$ cat src/rtl/asram_pkg.sv
package asram_pkg;

  typedef enum logic [2:0] {
    ST_IDLE,
    ST_RD,
    ST_WSET,
    ST_WPUL,
    ST_WREC,
    ST_GAP
  } acc_state_e;

  // nanosecond minima per speed grade
  function automatic int unsigned ns_cycle(input int unsigned grade);
    case (grade)
      0:       return 12;
      1:       return 15;
      default: return 20;
    endcase
  endfunction

  function automatic int unsigned ns_oe_access(input int unsigned grade);
    case (grade)
      0:       return 6;
      1:       return 7;
      default: return 8;
    endcase
  endfunction

  function automatic int unsigned ns_we_pulse(input int unsigned grade);
    case (grade)
      0:       return 10;
      1:       return 12;
      default: return 15;
    endcase
  endfunction

  function automatic int unsigned ns_data_setup(input int unsigned grade);
    case (grade)
      0:       return 7;
      1:       return 8;
      default: return 9;
    endcase
  endfunction

  // ceiling division with a floor of one cycle
  function automatic int unsigned to_cycles(input int unsigned ns, input int unsigned clk_ns);
    int unsigned c;
    c = (ns + clk_ns - 1) / clk_ns;
    return (c == 0) ? 1 : c;
  endfunction

  function automatic int unsigned max2(input int unsigned a, input int unsigned b);
    return (a > b) ? a : b;
  endfunction

  // address access equals cycle time in every grade
  function automatic int unsigned rd_len(input int unsigned grade, input int unsigned clk_ns);
    return max2(to_cycles(ns_cycle(grade), clk_ns), to_cycles(ns_oe_access(grade), clk_ns));
  endfunction


  function automatic int unsigned wp_len(input int unsigned grade, input int unsigned clk_ns);
    return max2(to_cycles(ns_we_pulse(grade), clk_ns), to_cycles(ns_data_setup(grade), clk_ns));
  endfunction

  function automatic int unsigned rec_len(input int unsigned grade, input int unsigned clk_ns);
    int signed r;
    r = int'(to_cycles(ns_cycle(grade), clk_ns)) - 1 - int'(wp_len(grade, clk_ns));
    return (r < 1) ? 1 : int'(r);
  endfunction

endpackage

$ cat src/rtl/asram_phase_timer.sv
module asram_phase_timer #(
  parameter int unsigned CNT_W = 2
) (
  input  logic             clk,
  input  logic             rst_n,
  input  logic             load,
  input  logic [CNT_W-1:0] load_val,
  output logic             last
);
  logic [CNT_W-1:0] cnt_q;

  always_ff @(posedge clk or negedge rst_n) begin
    if (!rst_n)             cnt_q <= '0;
    else if (load)          cnt_q <= load_val;
    else if (cnt_q != '0)   cnt_q <= cnt_q - 1'b1;
  end

  assign last = (cnt_q == '0);
endmodule

$ cat src/rtl/asram_seq.sv
module asram_seq
  import asram_pkg::*;
#(
  parameter int unsigned CNT_W   = 2,
  parameter int unsigned RD_LEN  = 2,
  parameter int unsigned WP_LEN  = 2,
  parameter int unsigned REC_LEN = 1
) (
  input  logic             clk,
  input  logic             rst_n,
  input  logic             req_valid,
  input  logic             req_write,
  input  logic             last,
  output logic             load,
  output logic [CNT_W-1:0] load_val,
  output logic             cs_n,
  output logic             we_n,
  output logic             oe_n,
  output logic             dq_oe,
  output logic             done,
  output logic             accept,
  output logic             rd_capture,
  output logic             busy
);
  localparam logic [CNT_W-1:0] RD_LOAD  = CNT_W'(RD_LEN - 1);
  localparam logic [CNT_W-1:0] WP_LOAD  = CNT_W'(WP_LEN - 1);
  localparam logic [CNT_W-1:0] REC_LOAD = CNT_W'(REC_LEN - 1);

  acc_state_e state_q, state_d;

  always_comb begin
    state_d  = state_q;
    load     = 1'b0;
    load_val = '0;
    case (state_q)
      ST_IDLE: if (req_valid) begin
        load     = 1'b1;
        state_d  = req_write ? ST_WSET : ST_RD;
        load_val = req_write ? '0 : RD_LOAD;
      end
      ST_RD:   if (last) state_d = ST_GAP;
      ST_WSET: if (last) begin
        state_d  = ST_WPUL;
        load     = 1'b1;
        load_val = WP_LOAD;
      end
      ST_WPUL: if (last) begin
        state_d  = ST_WREC;
        load     = 1'b1;
        load_val = REC_LOAD;
      end
      ST_WREC: if (last) state_d = ST_GAP;
      default: state_d = ST_IDLE;
    endcase
  end

  assign accept     = (state_q == ST_IDLE) && req_valid;
  assign rd_capture = (state_q == ST_RD) && last;
  assign busy       = (state_q != ST_IDLE);

  // strobes registered from the next state so the pins never glitch
  always_ff @(posedge clk or negedge rst_n) begin
    if (!rst_n) begin
      state_q <= ST_IDLE;
      cs_n    <= 1'b1;
      we_n    <= 1'b1;
      oe_n    <= 1'b1;
      dq_oe   <= 1'b0;
      done    <= 1'b0;
    end else begin
      state_q <= state_d;
      cs_n    <= !(state_d inside {ST_RD, ST_WSET, ST_WPUL, ST_WREC});
      we_n    <= (state_d != ST_WPUL);
      oe_n    <= (state_d != ST_RD);
      dq_oe   <= (state_d == ST_WPUL);
      done    <= (state_d == ST_GAP);
    end
  end
endmodule

$ cat src/rtl/asram_datapath.sv
module asram_datapath #(
  parameter int unsigned ADDR_W = 18,
  parameter int unsigned DATA_W = 4
) (
  input  logic              clk,
  input  logic              rst_n,
  input  logic              accept,
  input  logic              rd_capture,
  input  logic [ADDR_W-1:0] req_addr,
  input  logic [DATA_W-1:0] req_wdata,
  input  logic [DATA_W-1:0] mem_dq_i,
  output logic [ADDR_W-1:0] mem_addr,
  output logic [DATA_W-1:0] mem_dq_o,
  output logic [DATA_W-1:0] rsp_rdata
);
  always_ff @(posedge clk or negedge rst_n) begin
    if (!rst_n) begin
      mem_addr  <= '0;
      mem_dq_o  <= '0;
      rsp_rdata <= '0;
    end else begin
      if (accept) begin
        mem_addr <= req_addr;
        mem_dq_o <= req_wdata;
      end
      if (rd_capture) rsp_rdata <= mem_dq_i;
    end
  end
endmodule

$ cat src/rtl/asram_access_ctrl.sv
module asram_access_ctrl #(
  parameter int unsigned CLK_NS      = 10,
  parameter int unsigned SPEED_GRADE = 2,
  parameter int unsigned ADDR_W      = 18,
  parameter int unsigned DATA_W      = 4
) (
  input  logic              clk,
  input  logic              rst_n,
  input  logic              req_valid,
  input  logic              req_write,
  input  logic [ADDR_W-1:0] req_addr,
  input  logic [DATA_W-1:0] req_wdata,
  output logic              rsp_done,
  output logic [DATA_W-1:0] rsp_rdata,
  output logic              mem_cs_n,
  output logic              mem_we_n,
  output logic              mem_oe_n,
  output logic [ADDR_W-1:0] mem_addr,
  output logic [DATA_W-1:0] mem_dq_o,
  output logic              mem_dq_oe,
  input  logic [DATA_W-1:0] mem_dq_i
);
  localparam int unsigned RD_LEN  = asram_pkg::rd_len(SPEED_GRADE, CLK_NS);
  localparam int unsigned WP_LEN  = asram_pkg::wp_len(SPEED_GRADE, CLK_NS);
  localparam int unsigned REC_LEN = asram_pkg::rec_len(SPEED_GRADE, CLK_NS);
  localparam int unsigned MAX_LEN = asram_pkg::max2(RD_LEN, asram_pkg::max2(WP_LEN, REC_LEN));
  localparam int unsigned CNT_W   = (MAX_LEN < 2) ? 1 : $clog2(MAX_LEN);

  logic             tmr_load;
  logic [CNT_W-1:0] tmr_val;
  logic             tmr_last;
  logic             accept;
  logic             rd_capture;
  logic             busy;

  asram_phase_timer #(.CNT_W(CNT_W)) u_timer (
    .clk      (clk),
    .rst_n    (rst_n),
    .load     (tmr_load),
    .load_val (tmr_val),
    .last     (tmr_last)
  );

  asram_seq #(
    .CNT_W   (CNT_W),
    .RD_LEN  (RD_LEN),
    .WP_LEN  (WP_LEN),
    .REC_LEN (REC_LEN)
  ) u_seq (
    .clk        (clk),
    .rst_n      (rst_n),
    .req_valid  (req_valid),
    .req_write  (req_write),
    .last       (tmr_last),
    .load       (tmr_load),
    .load_val   (tmr_val),
    .cs_n       (mem_cs_n),
    .we_n       (mem_we_n),
    .oe_n       (mem_oe_n),
    .dq_oe      (mem_dq_oe),
    .done       (rsp_done),
    .accept     (accept),
    .rd_capture (rd_capture),
    .busy       (busy)
  );

  asram_datapath #(.ADDR_W(ADDR_W), .DATA_W(DATA_W)) u_dp (
    .clk        (clk),
    .rst_n      (rst_n),
    .accept     (accept),
    .rd_capture (rd_capture),
    .req_addr   (req_addr),
    .req_wdata  (req_wdata),
    .mem_dq_i   (mem_dq_i),
    .mem_addr   (mem_addr),
    .mem_dq_o   (mem_dq_o),
    .rsp_rdata  (rsp_rdata)
  );
endmodule

$ cat config.mk
export PLATFORM = sky130hd
export DESIGN_NAME = asram_access_ctrl
export DESIGN_NICKNAME = d
export VERILOG_FILES = /design/src/rtl/asram_pkg.sv /design/src/rtl/asram_phase_timer.sv /design/src/rtl/asram_seq.sv /design/src/rtl/asram_datapath.sv /design/src/rtl/asram_access_ctrl.sv
export SDC_FILE = /design/constraint.sdc
export NUM_CORES = 1
export LEC_CHECK = 0
export ABC_AREA = 1
export BUFFER_PORTS_ARGS = -buffer_cell sky130_fd_sc_hd__buf_2
export CAP_MARGIN = 5
export CORE_MARGIN = 4
export CORE_UTILIZATION = 30
export DETAILED_ROUTE_END_ITERATION = 8
export GPL_ROUTABILITY_DRIVEN = 0
export GPL_TIMING_DRIVEN = 0
export HOLD_SLACK_MARGIN = 0.08
export PLACE_DENSITY_LB_ADDON = 0.25
export SKIP_CTS_REPAIR_TIMING = 1
export SLEW_MARGIN = 20
export SYNTH_ARGS = -nofsm -noshare
export SYNTH_HDL_FRONTEND = slang
export SYNTH_SLANG_ARGS = --single-unit
$ cat constraint.sdc
create_clock -name clk -period 2.5 [get_ports clk]
set_input_delay 0.125 -clock clk [delete_from_list [all_inputs] [get_ports clk]]
set_output_delay 0.125 -clock clk [all_outputs]
set_load 0.01 [all_outputs]
# ---- Word level (Yosys, flattened, before mapping)
# Index checks and enable logic that the tools add are counted.
dict set report totals {
  reg_bits 35
  elab_cells 44
}
dict set report op_classes {
  add_sub_neg 1
  eq_ne 11
  n_mux 14
  bitwise_logic 1
  n_reduce_logical 7
}
# operator count
set ops {}
lappend ops {{equality test 3 x 2 -> 1 bit, second input constant} 4}
lappend ops {{2-to-1 mux 3 bit} 4}
lappend ops {{case mux 3 bit (4 select lines)} 1}
lappend ops {{equality test 3 bit, second input constant} 3}
lappend ops {{equality test 3 x 1 -> 1 bit, second input constant} 2}
lappend ops {{2-to-1 mux 1 bit} 6}
lappend ops {{case mux 1 bit (2 select lines)} 2}
lappend ops {{nonzero test 4 bit} 1}
lappend ops {{OR reduction 2 bit} 2}
lappend ops {{zero test 3 bit} 1}
lappend ops {{!= test 3 x 1 -> 1 bit, second input constant} 1}
lappend ops {{!= test 3 x 2 -> 1 bit, second input constant} 1}
lappend ops {{logical AND 1 bit} 2}
lappend ops {{2-to-1 mux 2 bit} 1}
lappend ops {{zero test 1 bit} 1}
lappend ops {{inverter 1 bit} 1}
lappend ops {{subtractor 1 bit, second input constant} 1}

# ---- Longest topological paths before layout
# Gate-level depths: netlist of run 1.
dict set report depth {
  word_depth 6
  mapped_depth 7
  mapped_depth_nobuf 7
}

# ---- Hierarchy
# From an unflattened synthesis of run 1, not the netlist that was laid out.
dict set report hier_totals {
  hier_cells 164
  hier_area_um2 1437.6
}
# mod instances cells_each area_per_inst_um2 seq_area_each_um2
set modules_own_cells {}
lappend modules_own_cells {asram_datapath 1 110 988.4 650.6}
lappend modules_own_cells {asram_seq 1 50 412.9 203.9}
lappend modules_own_cells {asram_phase_timer 1 4 36.3 25.0}

# ---- Worst setup path after synthesis of run 1
# OpenSTA, ideal clock, no wires.
dict set report synth_path {
  path_type {register to register}
  startpoint {register u_seq.state_q[1]}
  endpoint {register u_dp.mem_addr[0]}
  arrival_time_ns 1.061
  required_time_ns 2.383
  slack_ns 1.323
  path_stages_with_launch 8
  path_buffers 1
  synth_period_minus_slack_ns 1.177
  path_cell_list {dfrtp_1 -> nor2_2 -> nand2_2 -> nor2_4 -> inv_2 -> buf_6 -> nand2_1 -> nand2_1}
}
dict set report synth_between {
  elab_chain_cells 2
}
# element line_no
set synth_rtl {}
lappend synth_rtl {{start, declared} asram_seq.sv:29} ;# acc_state_e state_q, state_d;
lappend synth_rtl {{start signal, assigned} asram_seq.sv:71} ;# state_q <= state_d;
lappend synth_rtl {{zero test 3 bit} asram_seq.sv:57} ;# assign accept = (state_q == ST_IDLE) && req_valid;
lappend synth_rtl {{logical AND 1 bit} asram_seq.sv:57}
lappend synth_rtl {{end signal, assigned} asram_datapath.sv:23} ;# mem_addr <= req_addr;
lappend synth_rtl {{end, declared} asram_datapath.sv:12} ;# output logic [ADDR_W-1:0] mem_addr,
# No other way between the ends.
# A chain may end at the register's enable or synchronous reset.

# ---- Worst setup path in the final report of run 1
dict set report layout_path {
  startpoint {register u_seq.state_q[1]}
  endpoint {register u_dp.mem_addr[7]}
}
# The elaborated chain is that of the path after synthesis.

==> impl_results.md, run 1 <==
- Slowest cell on the critical path: dfrtp_1
- Routed WL: 3460 µm
- Synth-to-layout area growth: 52.6%
- Inserted Diodes: 0
- Max frequency: 0.751 GHz
- Worst-path fanout max: 10
- Finished Core Util: approximately half
- HP Class: in -> reg
- LEAKAGE: between 1 and 1.5 nW
- WL/cell: 11.7 µm
- Pwr/cell area: ~1100 nW/µm²
- Via count: 1279
- Post-synthesis mux area share: 3.22%
- Simple-gate share of the synthesized area: 26.9%
- Top cells by area, synth: dfrtp_1, nand2_1, dfstp_2
- Critical path type: reg -> reg
- Die height: 76.3 µm
- Clk_lat worst skew: between 200 and 300 ps
- Reg2Reg Depth: 7
- Most common cell on crit path: nand2_1
- Largest stage delay, worst path: between 400 and 500 ps
- Fillers: roughly 440
- Max Buffers Root-to-Sink: 2
- Worst setup path startpoint: u_seq.state_q[1]$_DFF_PN0_
- Antenna violations before repair: 0
- Internal power: between 0.001 and 0.0015 W
- DR pass1 iterations: 4
- Synth Instances: 150
- Main combinational cell family by area after synthesis: simple AND/OR/NAND/NOR gates
- Outcome: completed
- Syn nets: 180
- Post-synth top area cell: dfrtp_1
- Site Rows: 24
- Crit path launch type: register
- Core Area: roughly 4400 µm²
- Boundary pin count: 61
- Sw frac: 36.8%
- Min Tclk post-route: 1330 ps
- Worst path required time: 2670 ps
- Psw: 0.000862 W
- TritonCTS clock tree: yes
- Synth Register Bits: 35
- Via density: 4.31
- Nets: ~270
- Synth Area in Compound Gates: about 1.1%
- RSZ-0062 raised after global routing: no
- Antenna viol nets, final: 0
- CP arrival: 1510 ps
- Worst Tran Pin Value: approximately 800 ps
- Synth Area per Inst: 9.33 µm²
- Worst hold start: req_write
- Top-area cell type share of the netlist area: 57.2%
- Crit-path cells: nor2_2 -> nand2_2 -> nor2_4 -> inv_2 -> buf_6 -> nand2_1 -> nand2_1
- Synth warnings: 0
- Synth async-reset ratio: 100%
- Register area: 880 µm²
- Max Clock Skew: between 3 and 4 ps
- Residual DRC: 0
- Total grt overflow: 0
- CTS buffer count: 5
- Synth unique cells: 17
- Largest net degree at the start of global routing: 36
- Die area: between 5000 and 6000 µm²
- Fraction of layout cells with a size suffix above 1: about a third
- Max-cap viol count: 0
- Sequential power share: 41.6%
- Most common cell in the netlist: nand2_1
- Drt initial violations: 58
- CTS H-tree lvls: 2
- Clock Sinks: 35
- Maximum vdd drop: between 0.5 and 0.6 mV
- Final Hold Fails: 0
- Fin. max-slew vios: 0
- Starting Density: 31.5%
- Reg2reg start: u_seq.state_q[1]$_DFF_PN0_
- Register area share after synthesis: 62.9%
- Synth Flop Type: dfrtp_1
- Adder-Cell Fraction of Synth Area: 0%
- Final Cycle Share: 53.3%
- Worst hold stages: 3
- First-pass GRT wire length: 5170 µm
- Clock power share: a little under a fifth
- Root Driver: clkbuf_8
- Combinational fraction of design power: 39.7%
- Crit end category: register
- Detailed placer's ending HPWL: about 2300 µm
- EDFF count, synth: 0
- XOR/XNOR Fraction of Synth Area: 0%
- Die Width: 76.3 µm
- Synth top cells by count: nand2_1, dfrtp_1, inv_1, nand3_1, nor2_1
- Number of global-route vias before repair: around 1200
- Endpoints failing setup: 0
- Area of the multi-input gates: 437 µm²
- Gr usage total: between 10% and 20%
- Worst slew margin: 48.2%
- Clock-pin transition on the worst setup and hold timing paths: 60 ps
- Setup TNS: 0 ps
- Synth Cell Area: 1400 µm²
- IO Port Bufs: 60
-- through the flow --
stage	hold WS, ps	total power (W)	instances	setup slack, ps	cell area, µm²
after floorplan	-171	0.00153	150	1320	1400
after global placement	257	0.00188	262	1170	1760
after detailed placement	258	0.00190	262	1160	1760
after CTS	-54.7	0.00235	270	1150	1860
after global routing	127	0.00254	297	971	2130
final	118	0.00234	297	1170	2130
-- final timing paths --
path	endpoint	slack (ps)
hold / removal	u_seq.state_q[1]$_DFF_PN0_	120
setup / recovery	u_dp.mem_addr[7]$_DFFE_PN0N_	1170
min in group asynchronous	u_timer.cnt_q$_DFF_PN0_	460
setup reg to reg	u_dp.mem_addr[7]$_DFFE_PN0N_	1170
max in group asynchronous	u_dp.mem_addr[5]$_DFFE_PN0N_	1550
hold reg to reg	u_dp.mem_addr[3]$_DFFE_PN0N_	470
-- critical path: cells and delay by family (launching register included) --
family,cells,cell delay (ps)
DFF,1,460
buffers and inverters,2,230
and+or+nand+nor,5,540
-- per-layer routing --
layer	track usage, %	wire, µm
met5	0	0
met1	11.8	1380
met2	19.7	1760
met3	4.61	213
met4	4.35	106
-- kinds of logic after synthesis --
family                 after synthesis
AND/OR/NAND/NOR                     92
flip-flops                          35
AO/OA/AOI/OAI                        3
buffers and inverters               16
multiplexers                         4
-- state kept, by name, summed over array words and instances (netlist names) --
signal	cells
u_dp.mem_addr	18
u_dp.mem_dq_o	4
u_dp.rsp_rdata	4
u_seq.state_q	3
u_seq.cs_n	1
u_seq.done	1
u_seq.dq_oe	1
u_seq.oe_n	1
u_seq.we_n	1
u_timer.cnt_q	1
-- cells in the final DEF (no fill, tap or decap), types with 2 or more instances in the layout --
cell type	n
nor2_2	2
dlygate4sd3_1	27
nand2_1	74
clkbuf_8	7
inv_2	2
buf_4	2
nand3_1	6
nor2_1	6
dfstp_2	3
mux2_1	4
inv_1	10
dfrtp_1	32
buf_6	2
o21ai_0	2
buf_2	60
-- layout make-up --
class / count / share of cell area, %
Sequential cell: 35 / 41.2
Multi-Input combinational cell: 99 / 20.5
Clock buffer: 8 / 4.69
Buffer: 4 / 1.76
Tap cell: 52 / 3.05
Inverter: 12 / 2.11
Timing Repair Buffer: 87 / 26.7
-- power groups by stage --
stage                     clock network (W)  registers (W)  logic (W)
after floorplan                           0        0.00109   0.000436
after global placement                    0       0.000982   0.000903
after detailed placement                  0       0.000982   0.000915
after CTS                          0.000460       0.000975   0.000913
after global routing               0.000483        0.00101    0.00105
final                              0.000439       0.000975   0.000931
Note: power is estimated with default switching activity, not from simulation.
==> run 2, diff against run 1 <==
==> constraint.sdc (replaced) <==
create_clock -name clk -period 1.1 [get_ports clk]
set_input_delay 0.055 -clock clk [delete_from_list [all_inputs] [get_ports clk]]
set_output_delay 0.055 -clock clk [all_outputs]
set_load 0.01 [all_outputs]
==> run 2 against run 1 <==
The run now ends with negative hold slack, negative setup slack left; total power up 140%; critical path depth unchanged; maximum frequency up 2.6%; sequential share of layout area down 1.8 points; cell count up 1.3%; worst hold slack worse by 270 ps; core utilization up 2.3 points; clock skew down 0.64 ps; via count up 2.4%; register-to-register slack worse by 1400 ps; combinational power rose to 2.6 times the previous value; clock-buffer cell count unchanged; largest power group is now combinational cells.
==> impl_results.md, run 2 (synthesis gave the netlist of run 1 again) <==
- CP arrival: 1470 ps (-40 ps)
- Maximum vdd drop: 1.06 mV (+81%)
- Residual DRC: 0 (unchanged)
- Die Width: 76.3 µm (unchanged)
- Final Hold Fails: 32 (+32)
- Worst path required time: 1270 ps (-1400 ps)
- Detailed placer's ending HPWL: 2270 µm (about the same)
- Sw frac: 37.3% (+0.56 points)
- Endpoints failing setup: 28 (+28)
- Clock Sinks: 35 (unchanged)
- Fin. max-slew vios: 0 (unchanged)
- Synth-to-layout area growth: 59.8%
- Finished Core Util: 50.3% (+2.3 points)
- Worst-path fanout max: 10 (unchanged)
- Site Rows: 24 (unchanged)
- Core Area: 4440 µm² (unchanged)
- WHS: -156 ps (-274 ps)
- Violated checks: negative hold slack, negative setup slack
- CTS buffer count: 5 (unchanged)
- Clk_lat worst skew: 280 ps (about the same)
- Pwr/cell area: 2540 nW/µm² (+130%)
- Psw: 0.00212 W (+150%)
- Critical path type: reg -> reg
- DR pass1 iterations: 4 (unchanged)
- Max Clock Skew: 3.17 ps (-0.645 ps)
- Sequential power share: 40.1% (-1.5 points)
- Crit end category: register
- Root Driver: clkbuf_8
- Most frequent cells in the layout: nand2_1, buf_2, dfrtp_1
- Starting Density: 31.5% (unchanged)
- Register-to-register path setup slack: -200 ps (-1370 ps)
- Clock-pin transition on the worst setup and hold timing paths: 70 ps (about the same)
- Die height: 76.3 µm (unchanged)
- Crit path launch type: register
- IO Port Bufs: 60 (unchanged)
- WL/cell: 12.1 µm (+3.8%)
- Via density: 4.35 (+1.1%)
- Total grt overflow: 0 (unchanged)
- Max Buffers Root-to-Sink: 2 (unchanged)
- Inserted Diodes: 0 (unchanged)
- Combinational fraction of design power: 42.4% (+2.7 points)
- Final Cycle Share: 118% (+65 points)
- Min Tclk post-route: 1300 ps (-34.0 ps)
- Die area: 5820 µm² (unchanged)
- Reg2reg start: u_seq.state_q[2]$_DFF_PN0_
- Design Area, Final: 2240 µm² (+4.7%)
- Largest registers: u_dp.mem_addr: 18 flops, u_dp.mem_dq_o: 4 flops, u_dp.rsp_rdata: 4 flops
- Total placed cells including tap cells: 262 (unchanged)
- Largest net degree at the start of global routing: 36 (unchanged)
- Antenna violations before repair: 0 (unchanged)
- Routed WL: 3640 µm (+5.2%)
- Max frequency: 0.770 GHz (+2.6%)
- Worst r2r dst: u_dp.mem_addr[3]$_DFFE_PN0N_
- CTS H-tree lvls: 2 (unchanged)
- Largest reg by FF count: u_dp.mem_addr
- Max-cap viol count: 0 (unchanged)
- Placed inst area: 1780 µm² (+0.64%)
- Number of global-route vias before repair: 1156 (-0.34%)
- Fraction of layout cells with a size suffix above 1: 41.4% (+8.3 points)
- First-pass GRT wire length: 5350 µm (+3.6%)
- Via count: 1310 (+2.4%)
- Boundary pin count: 61 (unchanged)
- Gr usage total: 11.5% (+0.29 points)
- Worst Tran Pin Value: 771 ps (-6.25 ps)
- Antenna viol nets, final: 0 (unchanged)
- LEAKAGE: 1.23 nW (+3.6%)
- Outcome: finished, violations left
- Setup ws final: -198 ps (-1370 ps)
- Clock power share: 17.5% (-1.2 points)
- Worst slew margin: 48.6% (+0.42 points)
- Drt initial violations: 32 (-45%)
- Nets: 278 (+1.5%)
- Most common cell after layout, fill and taps aside: nand2_1
- RSZ-0062 raised after global routing: yes
- TritonCTS clock tree: yes
- Reg2Reg Depth: 7 (unchanged)
- Non-filler cells, final: 301 (+1.3%)
- Fillers: 422 (-3.4%)
- Setup TNS: -4290 ps (-4290 ps)
- HP Class: in -> async
- Internal power: 0.00357 W (+140%)
- Max reg flops: 18 (unchanged)
==> run 2: changes by cell type in the layout (fill, tap and decap cells not counted), moves of 2 or more <==
cell / before / now
nand2_1: 74 / 64
o21ai_0: 2 / 0
mux2_4: 0 / 3
nand3_1: 6 / 4
dfrtp_1: 32 / 30
buf_4: 2 / 6
o21ai_1: 0 / 2
nand2_2: 1 / 10
dfrtp_2: 0 / 2
mux2_1: 4 / 1
==> run 2: metal layers <==
layer	up-vias	GRT usage [%]	share of wire, %
met5	-	0	0
met3	6	4.96	6.5
met4	0	3.80	1.2
met2	40	18.2	51
met1	615	14.0	41
li1	649	-	-
==> run 2: power groups by stage <==
stage                     Clock (W)  Sequential (W)  Combinational, W
after floorplan                   0         0.00248           0.00107
after global placement            0         0.00223           0.00213
after detailed placement          0         0.00224           0.00216
after CTS                   0.00104         0.00223           0.00216
after global routing        0.00112         0.00236           0.00270
final                      0.000998         0.00228           0.00241
==> run 2: through the flow <==
stage                     setup WS, ps  total power, W
after global placement            -199         0.00436
after detailed placement          -219         0.00440
after global routing              -279         0.00618
after floorplan                  -63.5         0.00355
final                             -198         0.00569
after CTS                         -229         0.00542
==> run 2: cell type report <==
type	instances	area (µm²)	share of cell area (%)
inverters	12	47.5	2.13
repair buffers	91	601	26.9
clock buffers	8	100	4.48
multi-input cells	99	503	22.5
flip-flops and latches	35	882	39.5
plain buffers	4	37.5	1.68
well taps	52	65.1	2.91
==> run 2: how the worst max path moves through the flow <==
stage	slack [ps]	end	cells past startpoint	startpoint
2_1_floorplan	-60	u_dp.mem_addr[0]$_DFFE_PN0N_	7	u_seq.state_q[0]$_DFF_PN0_
3_3_place_gp	-200	u_dp.mem_addr[17]$_DFFE_PN0N_	7	u_seq.state_q[0]$_DFF_PN0_
3_5_place_dp	-220	u_dp.mem_addr[16]$_DFFE_PN0N_	7	u_seq.state_q[0]$_DFF_PN0_
4_1_cts	-230	u_dp.mem_addr[16]$_DFFE_PN0N_	7	u_seq.state_q[0]$_DFF_PN0_
5_1_grt	-280	u_dp.mem_addr[3]$_DFFE_PN0N_	7	u_seq.state_q[2]$_DFF_PN0_
6_report	-200	u_dp.mem_addr[3]$_DFFE_PN0N_	7	u_seq.state_q[2]$_DFF_PN0_
==> run 2: critical path, stage by stage (launching register included) <==
cell     delay [ps]
dfrtp_1         440
inv_1           150
nand2_2          80
nor2_4          180
inv_4            70
buf_6           140
nand2_1          60
nand2_1          60
